**src/rtl/ivc_pkg.sv**
```systemverilog
package ivc_pkg;
  localparam int SYS_CNT         = 16;
  localparam int FIXED_CNT       = 3;
  localparam int DATA_W          = 32;
  localparam int PRIO_W          = 3;
  localparam int FIELD_STRIDE    = 4;
  localparam int FIELDS_PER_WORD = DATA_W / FIELD_STRIDE;
  localparam int RANK_W          = PRIO_W + 1;
  // system exception numbers that can ever request: 1..6, 11, 12, 14, 15
  localparam logic [SYS_CNT-1:0] SYS_LIVE = 16'hD87E;

  typedef enum logic [1:0] {
    WK_SET  = 2'd0,
    WK_CLR  = 2'd1,
    WK_PRIO = 2'd2,
    WK_NONE = 2'd3
  } wr_kind_e;
endpackage

```
**src/rtl/ivc_pending.sv**
```systemverilog
module ivc_pending #(
  parameter int NUM_EXC = 144,
  parameter int EXC_W   = 8
) (
  input  logic               clk,
  input  logic               rst_n,
  input  logic [NUM_EXC-1:0] req_i,
  input  logic               clr_i,
  input  logic [EXC_W-1:0]   clr_num_i,
  output logic [NUM_EXC-1:0] pend_o
);
  logic [NUM_EXC-1:0] req_q, pend_q, pend_d, rise, clr_vec;
  logic               pend_upd;

  always_comb begin
    rise    = req_i & ~req_q;
    clr_vec = '0;
    if (clr_i) clr_vec[clr_num_i] = 1'b1;
    pend_d   = (pend_q & ~clr_vec) | rise;
    pend_upd = clr_i | (|rise);
  end

  always_ff @(posedge clk or negedge rst_n) begin
    if (!rst_n) begin
      req_q  <= '0;
      pend_q <= '0;
    end else begin
      req_q <= req_i;
      if (pend_upd) pend_q <= pend_d;
    end
  end

  assign pend_o = pend_q;
endmodule

```
**src/rtl/ivc_enable.sv**
```systemverilog
module ivc_enable #(
  parameter int NUM_IRQ = 128,
  parameter int WIDX_W  = 5
) (
  input  logic              clk,
  input  logic              rst_n,
  input  logic              wr_set_i,
  input  logic              wr_clr_i,
  input  logic [WIDX_W-1:0] wr_word_i,
  input  logic [31:0]       wr_data_i,
  output logic [NUM_IRQ-1:0] en_o
);
  logic [NUM_IRQ-1:0] en_q, en_d, set_m, clr_m;
  logic               wr_any;

  for (genvar b = 0; b < NUM_IRQ; b++) begin : g_bit
    localparam logic [WIDX_W-1:0] WSEL = WIDX_W'(b / 32);
    localparam int                BPOS = b % 32;
    assign set_m[b] = wr_set_i & (wr_word_i == WSEL) & wr_data_i[BPOS];
    assign clr_m[b] = wr_clr_i & (wr_word_i == WSEL) & wr_data_i[BPOS];
  end

  always_comb begin
    en_d   = (en_q | set_m) & ~clr_m;
    wr_any = wr_set_i | wr_clr_i;
  end

  always_ff @(posedge clk or negedge rst_n) begin
    if (!rst_n)      en_q <= '0;
    else if (wr_any) en_q <= en_d;
  end

  assign en_o = en_q;
endmodule

```
**src/rtl/ivc_prio.sv**
```systemverilog
module ivc_prio #(
  parameter int NUM_EXC = 144,
  parameter int WIDX_W  = 5
) (
  input  logic                               clk,
  input  logic                               rst_n,
  input  logic                               wr_i,
  input  logic [WIDX_W-1:0]                  wr_word_i,
  input  logic [31:0]                        wr_data_i,
  output logic [NUM_EXC*ivc_pkg::PRIO_W-1:0] prio_o
);
  import ivc_pkg::*;

  logic unused_data;
  assign unused_data = ^wr_data_i;

  for (genvar e = 0; e < NUM_EXC; e++) begin : g_exc
    localparam bit PROG = (e >= SYS_CNT) ? 1'b1
                        : ((e > FIXED_CNT) && SYS_LIVE[e % SYS_CNT]);
    if (PROG) begin : g_prog
      localparam logic [WIDX_W-1:0] WSEL = WIDX_W'(e / FIELDS_PER_WORD);
      localparam int                FLO  = (e % FIELDS_PER_WORD) * FIELD_STRIDE;
      logic [PRIO_W-1:0] pq, pd;
      logic              ld;
      always_comb begin
        ld = wr_i & (wr_word_i == WSEL);
        pd = wr_data_i[FLO +: PRIO_W];
      end
      always_ff @(posedge clk or negedge rst_n) begin
        if (!rst_n)  pq <= '0;
        else if (ld) pq <= pd;
      end
      assign prio_o[e*PRIO_W +: PRIO_W] = pq;
    end else begin : g_fixed
      assign prio_o[e*PRIO_W +: PRIO_W] = '0;
    end
  end
endmodule

```
**src/rtl/ivc_arbiter.sv**
```systemverilog
module ivc_arbiter #(
  parameter int NUM_EXC = 144,
  parameter int EXC_W   = 8
) (
  input  logic [NUM_EXC-1:0]                 elig_i,
  input  logic [NUM_EXC*ivc_pkg::PRIO_W-1:0] prio_i,
  output logic                               found_o,
  output logic [EXC_W-1:0]                   num_o
);
  import ivc_pkg::*;

  logic [RANK_W-1:0] rank [NUM_EXC];

  for (genvar e = 0; e < NUM_EXC; e++) begin : g_rank
    if (e == 0) begin : g_zero
      assign rank[e] = '1;
    end else if (e <= FIXED_CNT) begin : g_fix
      assign rank[e] = RANK_W'(e - 1);
    end else begin : g_prg
      assign rank[e] = RANK_W'(FIXED_CNT) + RANK_W'(prio_i[e*PRIO_W +: PRIO_W]);
    end
  end

  logic [RANK_W-1:0] best_rank;

  always_comb begin
    found_o   = 1'b0;
    num_o     = '0;
    best_rank = '1;
    for (int e = 0; e < NUM_EXC; e++) begin
      if (elig_i[e] && (!found_o || (rank[e] < best_rank))) begin
        found_o   = 1'b1;
        best_rank = rank[e];
        num_o     = EXC_W'(e);
      end
    end
  end
endmodule

```
**src/rtl/intvec_ctrl.sv**
```systemverilog
module intvec_ctrl #(
  parameter int NUM_IRQ = 128,
  localparam int NUM_EXC = ivc_pkg::SYS_CNT + NUM_IRQ,
  localparam int EXC_W   = $clog2(NUM_EXC),
  localparam int WIDX_W  = $clog2((NUM_EXC + ivc_pkg::FIELDS_PER_WORD - 1) / ivc_pkg::FIELDS_PER_WORD)
) (
  input  logic               clk,
  input  logic               rst_n,
  input  logic [15:0]        sys_req_i,
  input  logic [NUM_IRQ-1:0] irq_req_i,
  input  logic               wr_en_i,
  input  logic [1:0]         wr_kind_i,
  input  logic [WIDX_W-1:0]  wr_word_i,
  input  logic [31:0]        wr_data_i,
  input  logic               ack_i,
  output logic               active_o,
  output logic [EXC_W-1:0]   exc_num_o,
  output logic [EXC_W+1:0]   vec_addr_o
);
  import ivc_pkg::*;

  logic rst_meta, rst_s;
  always_ff @(posedge clk or negedge rst_n) begin
    if (!rst_n) begin
      rst_meta <= 1'b0;
      rst_s    <= 1'b0;
    end else begin
      rst_meta <= 1'b1;
      rst_s    <= rst_meta;
    end
  end

  wr_kind_e                     kind;
  logic                         wr_set, wr_clr, wr_prio, found, retire;
  logic [NUM_EXC-1:0]           req_all, pend, en_mask, elig;
  logic [NUM_IRQ-1:0]           en_irq;
  logic [NUM_EXC*PRIO_W-1:0]    prio;
  logic [EXC_W-1:0]             win;

  always_comb begin
    kind    = wr_kind_e'(wr_kind_i);
    wr_set  = wr_en_i && (kind == WK_SET);
    wr_clr  = wr_en_i && (kind == WK_CLR);
    wr_prio = wr_en_i && (kind == WK_PRIO);
    req_all = {irq_req_i, sys_req_i & SYS_LIVE};
    en_mask = {en_irq, SYS_LIVE};
    elig    = pend & en_mask;
    retire  = ack_i & found;
  end

  ivc_pending #(.NUM_EXC(NUM_EXC), .EXC_W(EXC_W)) u_pend (
    .clk(clk), .rst_n(rst_s), .req_i(req_all),
    .clr_i(retire), .clr_num_i(win), .pend_o(pend));

  ivc_enable #(.NUM_IRQ(NUM_IRQ), .WIDX_W(WIDX_W)) u_en (
    .clk(clk), .rst_n(rst_s), .wr_set_i(wr_set), .wr_clr_i(wr_clr),
    .wr_word_i(wr_word_i), .wr_data_i(wr_data_i), .en_o(en_irq));

  ivc_prio #(.NUM_EXC(NUM_EXC), .WIDX_W(WIDX_W)) u_prio (
    .clk(clk), .rst_n(rst_s), .wr_i(wr_prio),
    .wr_word_i(wr_word_i), .wr_data_i(wr_data_i), .prio_o(prio));

  ivc_arbiter #(.NUM_EXC(NUM_EXC), .EXC_W(EXC_W)) u_arb (
    .elig_i(elig), .prio_i(prio), .found_o(found), .num_o(win));

  assign active_o   = found;
  assign exc_num_o  = found ? win : '0;
  assign vec_addr_o = {exc_num_o, 2'b00};
endmodule

```
**config.mk**
```make
export PLATFORM = sky130hd
export DESIGN_NAME = intvec_ctrl
export DESIGN_NICKNAME = d
export VERILOG_FILES = /design/src/rtl/ivc_pkg.sv /design/src/rtl/ivc_pending.sv /design/src/rtl/ivc_enable.sv /design/src/rtl/ivc_prio.sv /design/src/rtl/ivc_arbiter.sv /design/src/rtl/intvec_ctrl.sv
export SDC_FILE = /design/constraint.sdc
export NUM_CORES = 2
export LEC_CHECK = 0
export BUFFER_PORTS_ARGS = -buffer_cell sky130_fd_sc_hd__buf_2
export CAP_MARGIN = 40
export CORE_MARGIN = 1
export CORE_UTILIZATION = 64
export DETAILED_ROUTE_END_ITERATION = 8
export PLACE_DENSITY = 0.82
export SYNTH_ARGS = -nofsm -noshare
export SYNTH_HDL_FRONTEND = slang
export SYNTH_SLANG_ARGS = --single-unit
```
**constraint.sdc**
```tcl
create_clock -name clk -period 239.2 [get_ports clk]
set_input_delay 23.92 -clock clk [delete_from_list [all_inputs] [get_ports clk]]
set_output_delay 23.92 -clock clk [all_outputs]
set_load 0.01 [all_outputs]
```
* After elaboration in Yosys (flattened, before gate mapping)
Cells that the tools add are included.
** Word-level totals
- Logic and storage cells :: 1598
- Register bits after elaboration :: 817
** Cells by class
- Bitwise operators :: 294
- Multiplexer cells :: 433
- Add/sub/neg operators :: 135
- Magnitude comparators :: 144
- Eq/ne operators :: 19
- Reductions and logical operators :: 433
** Operator list (number)
- $mux W8 :: 143
- $mux W4 :: 142
- $add A2 B3 Y4 const A :: 135
- $lt A4 B4 Y1 :: 135
- $and A144 B144 Y144 :: 3
- $not A144 Y144 :: 2
- $and A1 B1 Y1 :: 283
- $logic_and A1 B1 Y1 :: 146
- $mux W1 :: 146
- $mux W144 :: 1
- $or A144 B144 Y144 :: 1
- $reduce_or A144 Y1 :: 1
- $logic_not A1 Y1 :: 142
- $logic_or A1 B1 Y1 :: 142
- $and A128 B128 Y128 :: 1
- $not A128 Y128 :: 1
- $or A128 B128 Y128 :: 1
- $eq A5 B4 Y1 const B :: 8
- $lt A2 B4 Y1 const A :: 6
- $eq A5 B3 Y1 const B :: 4
- $eq A5 B2 Y1 const B :: 2
- $eq A5 B5 Y1 const B :: 2
- $lt A8 B9 Y1 const B :: 1
- $demux W1 S8 :: 1
- other kinds (8) :: 9

* Depth between registers and ports, before layout
- Depth in word-level cells :: 579
- Gate-level depth with buffers :: 1068
- Gate-level depth less buffers :: 1041

* Modules after synthesis
Synthesis repeated with hierarchy kept, for this count alone.
** Second synthesis, totals
- Cell total of the unflattened synthesis :: 7571
- Area, all modules :: 66944.2 um^2
** By module, submodules not included
- ivc_arbiter :: times used 1, seq. area each 0.0 um^2, area each 35472.8 um^2, cells each 5237
- ivc_prio :: times used 1, seq. area each 10134.7 um^2, area each 15444.8 um^2, cells each 928
- ivc_pending :: times used 1, seq. area each 7206.9 um^2, area each 9905.8 um^2, cells each 782
- ivc_enable :: times used 1, seq. area each 3203.1 um^2, area each 5106.1 um^2, cells each 470
- intvec_ctrl :: times used 1, seq. area each 50.0 um^2, area each 1014.7 um^2, cells each 154

* Least setup slack after synthesis
No wires, ideal clock.
- Path kind :: register to output
- Start :: register u_pend.pend_q[2] (netlist: u_pend.pend_o[2])
- End :: output vec_addr_o[6]
- Data arrival time :: 183.918 ns
- Setup slack :: 31.362 ns
- Required time :: 215.280 ns
- Stages on the path, launching flop included :: 963
- Path through :: dfrtp_1 > buf_6 > or3_2 > ha_1 > nand2_1 > a21oi_2 > a21o_2 > nand2_1 > a21oi_1 > ha_1 > a21oi_1 > o21ai_2 > o41ai_4 > or2_4 > buf_6 > nor2_1 > a21oi_1 > ha_1 > (+927 left out) > o211a_1 > nor3b_1 > o21ai_1 > nor2_1 > o21ai_0 > o31a_1 > ha_1 > a21oi_1 > o21bai_1 > or4_1 > or3_1 > nand3_1 > buf_8 > buf_8 > nor2_1 > inv_2 > nor2_1 > buf_4
** RTL lines
- start: declaration :: line ivc_pending.sv:12 : logic [NUM_EXC-1:0] req_q, pend_q, pend_d, rise, clr_vec;
- start signal: assignment :: line ivc_pending.sv:29 : if (pend_upd) pend_q <= pend_d;
- end: declaration :: line intvec_ctrl.sv:18 : output logic [EXC_W+1:0] vec_addr_o

==> impl_metrics.csv <==
group,metric,value,unit
critical_path,setup.reg_to_reg.worst_slack,35510,ps
timing,clock_skew,31.7,ps
grt,grtUsageTotal,42.6,%
yosys,syn_area_per_cell,8.70,um2
layout,fin_util,70.7,%
routing,totalWireLength,218,mm
routing,detailroute.via_count,60426,
floorplan,core_area,98300,um2
timing,period_minus_slack,227200,ps
clocking,htree_num_levels,3,
routing,detail-route-antenna-nets,0,
clocking,clk-insertion-delay-late,680,ps
floorplan,design.die.area,100000,um2
timing,worstMarginPinSlew,1010,ps
run,maxCapViolCount,0,
clocking,cts-hold-fix-buffers,0,
critical_path,slowest_stage_delay_on_critical_path,730,ps
placement,hpwl,153,mm
yosys,yosysSeqAreaShare,32.0,%
routing,first_iter_violations,6304,
clocking,clock_path_buffers,3,
grt,grt_pass1_wl,328,mm
critical_path,timing.critical_path.from_type,"flop",
critical_path,critPathMostFrequentCell,"sky130_fd_sc_hd__ha_1",
grt,via_count_of_the_first_global_routing_pass,56854,
timing,slew_violations,0,
clocking,clock-sinks,811,
yosys,synth_ff_type,"sky130_fd_sc_hd__dfrtp_1",
outcome,outcome,"finished clean",
grt,gr-total-overflow,0,
critical_path,critPathKind,"reg2out",
layout,drive_gt1_share,19.2,%
critical_path,cpMaxStageDelayCell,"sky130_fd_sc_hd__or4_2",
yosys,netlist-cell-type-count,192,
timing,setup_violations,0,
timing,clock.fmax,0.00440,GHz
timing,relSlewSlack,32.5,%
floorplan,die-height,317,um
min_path,worstHoldPathType,"reg2async",
floorplan,start_util,64.4,%
layout,finalNetCount,8052,
grt,grt_antenna_before_repair,26,
critical_path,critical_path_arrival,203280,ps
routing,detail_route.first_pass.iterations,8,
floorplan,boundaryPins,206,
timing,number_of_hold_violations_in_the_final_report,0,
critical_path,worstSetupStartpoint,"u_pend.pend_o[3]",
clocking,numCtsBuffers,87,
routing,drcViolationCount,0,
routing,drt-wirelength-per-cell,24.7,um
layout,area.growth.synth_to_final,9.76,%
critical_path,worst-endpoint-required,215280,ps
yosys,syn-instance-count,7280,
placement,routabilityCongestion,1.00,
critical_path,worstSetupEndpointType,"output pin",
yosys,async_reset_ff_share,100,%
critical_path,worst-path-max-fanout,13,
placement,port_buffers,197,
yosys,synth-seq-cells,811,
timing,worst_hold_slack,290,ps
yosys,synth_enable_flop_cells,0,
clocking,cts_tree,"yes",
critical_path,regToRegStartpoint,"u_pend.pend_o[3]",
floorplan,floorplan.die.width,317,um
timing,finalCritPeriodShare,95.0,%
clocking,clock-root-buffer,"sky130_fd_sc_hd__clkbuf_16",
clocking,cts.clk_slew.worst_paths,60,ps
floorplan,core.rowCount,115,
yosys,syn_area,63300,um2
grt,grt_max_degree,177,
yosys,count_of_synthesis_stage_warnings_from_yosys,0,
routing,avgViaCountPerCell,6.84,
[Yosys cell counts, drive strengths merged, types with 36 or more instances]
cell / instances / area, um2
dfrtp: 811 / 20300
nand2: 773 / 2940
a21oi: 725 / 3740
inv: 594 / 2230
o21ai: 527 / 2710
nor2: 513 / 2020
mux2: 411 / 4640
ha: 407 / 5090
o21a: 208 / 1580
nand3: 178 / 946
clkbuf: 138 / 546
a21o: 130 / 1010
o31ai: 129 / 1070
xnor2: 127 / 1110
nor3: 105 / 577
and2: 94 / 631
a211oi: 81 / 693
o211ai: 78 / 667
a31oi: 76 / 537
buf: 68 / 663
and3: 58 / 405
nand2b: 55 / 347
or2: 52 / 328
mux2i: 51 / 526
nand4: 50 / 319
nor2b: 44 / 278
a211o: 39 / 360
o221ai: 37 / 374
maj3: 36 / 363
or3: 36 / 260
[metal layers]
metal / up-vias / track usage [%] / share of wire (%)
met5: - / 0 / 0.094
met4: 32 / 27.5 / 7.0
met3: 798 / 9.78 / 11
met2: 3287 / 63.8 / 43
met1: 29256 / 55.5 / 39
li1: 27053 / - / -
[cell type report]
type / instances / area, um2
Multi-Input combinational cell: 5661 / 40300
Tap cell: 1287 / 1610
Inverter: 596 / 2240
Sequential cell: 811 / 20300
Clock inverter: 35 / 458
Fill cell: 7571 / 28800
Clock buffer: 127 / 2620
Antenna cell: 13 / 32.5
Timing Repair Buffer: 301 / 1970
[cell families (layout without fill, tap and decap cells)]
group,after synthesis,after routing,synth area share [%]
mux,462,462,8.16
xor+xnor,135,135,1.87
simple gates,2106,2108,16.2
buf+inv,811,1059,5.59
compound gates,2510,2510,27.5
fa+ha+maj,443,443,8.61
other cells,2,16,0.0119
flops,811,811,32.0
[final timing paths]
check / to / cells past startpoint
max reg2reg: u_pend.pend_o[75] / 958
min in group clk: rst_s / 0
max in group asynchronous: rst_s / 1
min reg2reg: u_prio.g_exc[97].g_prog.pq[2] / 0
max: vec_addr_o[6] / 850
min: u_prio.g_exc[97].g_prog.pq[2] / 0
[sequential cells by signal, indices dropped and copies added (netlist names)]
register / count
rst_meta: 1
u_pend.req_q: 138
u_en.en_o: 128
u_pend.pend_o: 138
u_prio.g_exc.g_prog.pq: 405
rst_s: 1
[worst max-delay path, delay by kind of cell (launching register included)]
family                     cells  cell delay (ps)
AOI/OAI and AO/OA            424            90980
adders and majority gates    119            35080
buffers and inverters         14             1620
DFF                            1              540
muxes                         30            10850
and+or+nand+nor              263            40520
[through the flow]
stage          cells  TNS, ps  worst slack, ps  cell area (um2)
5_1_grt         8822    -9600             -703            69500
6_report        8831        0            12000            69500
2_1_floorplan   7281        0            31360            63300
3_5_place_dp    8630    -6110             -599            65500
4_1_cts         8794        0             75.3            68600
3_3_place_gp    8612        0             3920            65200
[cells in the final DEF (no fill, tap or decap), types with 92 or more instances in the layout]
master / n
sky130_fd_sc_hd__ha_1: 407
sky130_fd_sc_hd__nand3_1: 168
sky130_fd_sc_hd__nor2_1: 474
sky130_fd_sc_hd__o21ai_1: 164
sky130_fd_sc_hd__buf_2: 197
sky130_fd_sc_hd__nor3_1: 92
sky130_fd_sc_hd__xnor2_1: 127
sky130_fd_sc_hd__o21ai_0: 328
sky130_fd_sc_hd__o21a_1: 196
sky130_fd_sc_hd__mux2_2: 402
sky130_fd_sc_hd__a21oi_1: 669
sky130_fd_sc_hd__nand2_1: 759
sky130_fd_sc_hd__dfrtp_1: 808
sky130_fd_sc_hd__inv_1: 589
sky130_fd_sc_hd__a21o_1: 106
sky130_fd_sc_hd__o31ai_1: 110
[what timing repair did]
item                       4_1_cts  5_1_grt
resized for setup               16      182
buffers inserted                 0       24
pin swaps                        1       13
cloned                           2        0
setup endpoints to repair       16       16
Power is left out: the tool's default activity adds up to more than one toggle a clock period on the data nets, which glitch-free logic cannot reach.
